[src/rtl/uart_irq_pkg.sv]
package uart_irq_pkg;
  localparam int NUM_SRC = 4;
  localparam int SRC_W   = 2;

  // enable register bit positions
  localparam int EN_RX    = 0;
  localparam int EN_TX    = 1;
  localparam int EN_LINE  = 2;
  localparam int EN_MODEM = 3;
  localparam int EN_DMA   = 4;

  // source index equals reported code; higher index wins
  typedef enum logic [SRC_W-1:0] {
    SRC_MODEM = 2'd0,
    SRC_TX    = 2'd1,
    SRC_RX    = 2'd2,
    SRC_LINE  = 2'd3
  } srcCode_e;

  // packed MSB first so bit n corresponds to source code n
  typedef struct packed {
    logic line;
    logic rx;
    logic tx;
    logic modem;
  } clrStrobes_t;
endpackage

[src/rtl/uart_irq_ctrl.sv]
module uart_irq_ctrl
  import uart_irq_pkg::*;
(
  input  logic             iidRd,
  input  logic             txWr,
  input  logic             rxRd,
  input  logic             lsrRd,
  input  logic             msrRd,
  input  logic [SRC_W-1:0] curCode,
  input  logic             pendN,
  output clrStrobes_t      clr
);
  logic txReported;

  always_comb begin
    txReported = ~pendN & (curCode == SRC_TX);
    clr.modem  = msrRd;
    clr.rx     = rxRd;
    clr.line   = lsrRd;
    clr.tx     = txWr | (iidRd & txReported);
  end
endmodule

[src/rtl/uart_irq_datapath.sv]
module uart_irq_datapath
  import uart_irq_pkg::*;
#(
  parameter int MODEM_BITS = 4,
  parameter int EN_W       = 5,
  parameter int IID_W      = 16
) (
  input  logic                  clk,
  input  logic                  rstN,
  input  logic                  enWr,
  input  logic [EN_W-1:0]       enWrData,
  input  logic [MODEM_BITS-1:0] modemDelta,
  input  logic                  txEmpty,
  input  logic                  rxEvt,
  input  logic                  lineEvt,
  input  clrStrobes_t           clr,
  output logic [IID_W-1:0]      iid,
  output logic                  irq,
  output logic                  dmaTxEn,
  output logic [SRC_W-1:0]      curCode,
  output logic                  pendN
);
  logic [EN_W-1:0]    enReg;
  logic               txEmptyQ;
  logic [NUM_SRC-1:0] setVec, clrVec, pendQ, srcEn, masked;
  logic               anyPend;

  always_ff @(posedge clk or negedge rstN) begin
    if (!rstN) begin
      enReg    <= '0;
      txEmptyQ <= 1'b0;
    end else begin
      if (enWr) enReg <= enWrData;
      txEmptyQ <= txEmpty;
    end
  end

  always_comb begin
    setVec            = '0;
    setVec[SRC_MODEM] = |modemDelta;
    setVec[SRC_TX]    = txEmpty & ~txEmptyQ;
    setVec[SRC_RX]    = rxEvt;
    setVec[SRC_LINE]  = lineEvt;
    clrVec            = clr;
    srcEn             = '0;
    srcEn[SRC_MODEM]  = enReg[EN_MODEM];
    srcEn[SRC_TX]     = enReg[EN_TX];
    srcEn[SRC_RX]     = enReg[EN_RX];
    srcEn[SRC_LINE]   = enReg[EN_LINE];
  end

  for (genvar g = 0; g < NUM_SRC; g++) begin : gSrc
    always_ff @(posedge clk or negedge rstN) begin
      if (!rstN)          pendQ[g] <= 1'b0;
      else if (setVec[g]) pendQ[g] <= 1'b1;
      else if (clrVec[g]) pendQ[g] <= 1'b0;
    end
  end

  assign masked = pendQ & srcEn;

  always_comb begin
    curCode = '0;
    anyPend = 1'b0;
    for (int i = 0; i < NUM_SRC; i++) begin
      if (masked[i]) begin
        curCode = SRC_W'(i);
        anyPend = 1'b1;
      end
    end
    pendN          = ~anyPend;
    iid            = '0;
    iid[0]         = pendN;
    iid[SRC_W:1]   = curCode;
    irq            = anyPend;
    dmaTxEn        = enReg[EN_DMA];
  end
endmodule

[src/rtl/uart_irq_id.sv]
module uart_irq_id
  import uart_irq_pkg::*;
#(
  parameter int MODEM_BITS = 4,
  parameter int EN_W       = 5,
  parameter int IID_W      = 16
) (
  input  logic                  clk,
  input  logic                  rstN,
  input  logic                  enWr,
  input  logic [EN_W-1:0]       enWrData,
  input  logic [MODEM_BITS-1:0] modemDelta,
  input  logic                  txEmpty,
  input  logic                  rxEvt,
  input  logic                  lineEvt,
  input  logic                  iidRd,
  input  logic                  txWr,
  input  logic                  rxRd,
  input  logic                  lsrRd,
  input  logic                  msrRd,
  output logic [IID_W-1:0]      iid,
  output logic                  irq,
  output logic                  dmaTxEn
);
  clrStrobes_t      clr;
  logic [SRC_W-1:0] curCode;
  logic             pendN;

  uart_irq_ctrl u_ctrl (
    .iidRd  (iidRd),
    .txWr   (txWr),
    .rxRd   (rxRd),
    .lsrRd  (lsrRd),
    .msrRd  (msrRd),
    .curCode(curCode),
    .pendN  (pendN),
    .clr    (clr)
  );

  uart_irq_datapath #(
    .MODEM_BITS(MODEM_BITS),
    .EN_W      (EN_W),
    .IID_W     (IID_W)
  ) u_dp (
    .clk       (clk),
    .rstN      (rstN),
    .enWr      (enWr),
    .enWrData  (enWrData),
    .modemDelta(modemDelta),
    .txEmpty   (txEmpty),
    .rxEvt     (rxEvt),
    .lineEvt   (lineEvt),
    .clr       (clr),
    .iid       (iid),
    .irq       (irq),
    .dmaTxEn   (dmaTxEn),
    .curCode   (curCode),
    .pendN     (pendN)
  );
endmodule

[config.mk]
export PLATFORM = sky130hd
export DESIGN_NAME = uart_irq_id
export DESIGN_NICKNAME = d
export VERILOG_FILES = /design/src/rtl/uart_irq_pkg.sv /design/src/rtl/uart_irq_ctrl.sv /design/src/rtl/uart_irq_datapath.sv /design/src/rtl/uart_irq_id.sv
export SDC_FILE = /design/constraint.sdc
export NUM_CORES = 1
export LEC_CHECK = 0
export BUFFER_PORTS_ARGS = -buffer_cell sky130_fd_sc_hd__buf_2
export CORE_AREA = 5 5 42 44
export CTS_BUF_LIST = sky130_fd_sc_hd__clkbuf_4
export CTS_CLUSTER_DIAMETER = 60
export DETAILED_ROUTE_END_ITERATION = 8
export DIE_AREA = 0 0 47 49
export HOLD_SLACK_MARGIN = 0.06
export PLACE_DENSITY = 0.81
export SLEW_MARGIN = 20
export SYNTH_ARGS = -nofsm -noshare
export SYNTH_HDL_FRONTEND = slang
export SYNTH_SLANG_ARGS = --single-unit
export TNS_END_PERCENT = 1
[constraint.sdc]
create_clock -name clk -period 1.4 [get_ports clk]
set_clock_uncertainty 0.1 [all_clocks]
set_input_delay 0 -clock clk [delete_from_list [all_inputs] [get_ports clk]]
set_output_delay 0 -clock clk [all_outputs]
set_load 0.005 [all_outputs]
==> flow_summary.ini <==
[run_status]
status = finished, final reports clean

[place]
numPortBuffers = 24
pre_cts_ws_ns = 0.2230
dp_hpwl_um = 796.8
place.gp.congestion = 0.8062
dp.cells = 85

[logic_synthesis]
yosysSeqAreaShare = 0.4878
avgSynthCellArea_um2 = 10.91
synth_compound_area_frac = 0.1146
syn_inst = 47
synthMuxAreaShare = 0.1098
netlist_area_um2 = 513.0
ys_ff_latch = 10
synth-simple-area-share = 0.03902
synthAdderAreaFrac = 0
synth_xor_area_frac = 0
ys_warn_count = 0
ys_types = 13
synth_top_family_by_area = buffers and inverters

[drt]
first_pass_iters = 4
drt_iter0_drc = 1
drc = 0
ant_nets = 0
viasPerCell = 4.193
vias = 457
wire_per_inst_um = 11.19
routed_wl_um = 1220

[flow_run]
drv_cap = 0

[clock_network]
numCtsBuffers = 3
clock_latency_ns = 0.25
cts_max_level = 1
clk_pin_slew_ns = 0.06
cts_buffer_depth = 2
cts_resized = 0
clock-sinks = 10
cts_tree = yes
cts_root_buffer = clkbuf_4

[global_routing]
antenna_found_initial = 0
grt_pass1_wl_um = 1959
grt_max_degree = 11
overflow = 0
grt_pass1_vias = 457
grtUsageTotal = 0.1189

[finish]
final_common_cell = buf_2
layout.nets = 115
insertedDiodeCount = 0
stdcell_count = 109
drive_above_1_share = 0.3871
area_growth_pct = 59.02
layout_common_cells = buf_2 (24), dlygate4sd3_1 (17), conb_1 (13)

[sta]
final_hold_viol_count = 0
fin_crit_ns = 1.396
fin_crit_sh = 0.9970
finalWorstSetupSlack_ns = 0.004241
setup_viol = 0
maxSlewViolCount = 0
rsz0062_at_grt = yes
clock.fmax_mhz = 716.5

[worst_setup_path]
crit_start = u_dp.enReg[0]
cp_max_fo = 2
crit_required_ns = 1.30
cp.arrival_ns = 1.30
rr_startpoint = u_dp.pendQ[0]
crit_path_end_kind = primary output
worst_setup_path_start_kind = register
rrSetupSlack_ns = 0.14
worst-setup-path-type = register to primary output

[floorplanning]
initial_core_util = 0.3661
die_x_um = 47
rows = 14
dieArea_um2 = 2303
fp.coreArea_um2 = 1401
ioPinCount = 38
die_height_um = 49

[min_path]
min_from = txEmpty
min_path_type = primary input to register

[pwr]
power_density_nw_per_um2 = 820.5
ir_drop_v = 0.0005008
p_leak_nw = 0.4345
power_uw = 669.3
[worst max-delay path: stages (launching register included)]
cell and delay [ns]:
dfrtp_1 0.38, a22o_1 0.25, a221o_1 0.27, inv_1 0.05, buf_2 0.10
[sequential cells by signal (all words and copies together), names as in the netlist]
signal / count
u_dp.pendQ: 4
u_dp.txEmptyQ: 1
u_dp.enReg: 5
[Yosys cell counts]
library cell,instances,area share
buf_4,14,0.20
dfrtp_1,10,0.49
inv_1,5,0.037
mux2_2,5,0.11
o21ai_1,3,0.029
a21o_1,2,0.029
nand2_1,2,0.015
a221o_1,1,0.020
a22o_1,1,0.017
a32o_1,1,0.020
conb_1,1,0.0073
nor2b_1,1,0.012
nor4_1,1,0.012
[metrics by stage]
stage	TNS, ns	cell area (µm²)	utilization	hold slack, ns
3_5_place_dp	0	593.1	0.4232	-0.2312
5_1_grt	-0.1624	815.8	0.5821	0.3234
6_report	0	815.8	0.5821	0.3080
2_1_floorplan	0	558.0	-	-0.3956
4_1_cts	-0.01455	815.8	0.5821	0.2999
3_3_place_gp	0	593.1	0.4232	-0.2366
[worst paths after layout]
check / to / cells after the start
min reg2reg: u_dp.pendQ[1] / 1
max: iid[0] / 4
min: u_dp.txEmptyQ / 2
min in group asynchronous: u_dp.txEmptyQ / 3
max in group asynchronous: u_dp.enReg[3] / 3
max reg2reg: u_dp.pendQ[0] / 3
[cell type report]
cell class | count | area, µm²
well taps | 16 | 20.02
repair buffers | 45 | 320.3
flip-flops and latches | 10 | 250.2
multi-input cells | 30 | 183.9
fillers | 116 | 585.6
clock buffers | 3 | 22.52
inverters | 5 | 18.77
[cell families after synthesis]
| kind of cell | Yosys count |
|---|---|
| flip-flops | 10 |
| AO/OA/AOI/OAI | 8 |
| multiplexers | 5 |
| buffers and inverters | 19 |
| AND/OR/NAND/NOR | 4 |
| other | 1 |
[metal layers]
metal  GRT usage  vias to the layer above  part of all wire
met5           0                        -                 0
met4     0.06912                        0            0.0066
met3     0.02583                        2              0.13
met2      0.2059                       30              0.51
met1      0.1227                      203              0.35
li1            -                      222                 -
[repair_timing]
| action | CTS | global route |
|---|---|---|
| endpoints found under the setup margin | 2 | 2 |
| buffers inserted | 4 | 0 |
| hold buffers | 17 | 0 |
| endpoints found under the hold margin | 20 | 0 |
| pin swaps | 1 | 0 |
[power breakdown]
| group | total (mW) | switching [mW] | leakage, nW | internal (mW) |
|---|---|---|---|---|
| registers | 0.328 | 0.0158 | 0.113 | 0.312 |
| logic | 0.160 | 0.0593 | 0.308 | 0.101 |
| clock network | 0.181 | 0.0828 | 0.0138 | 0.0984 |
No activity file was read; power rests on OpenSTA's default activity.
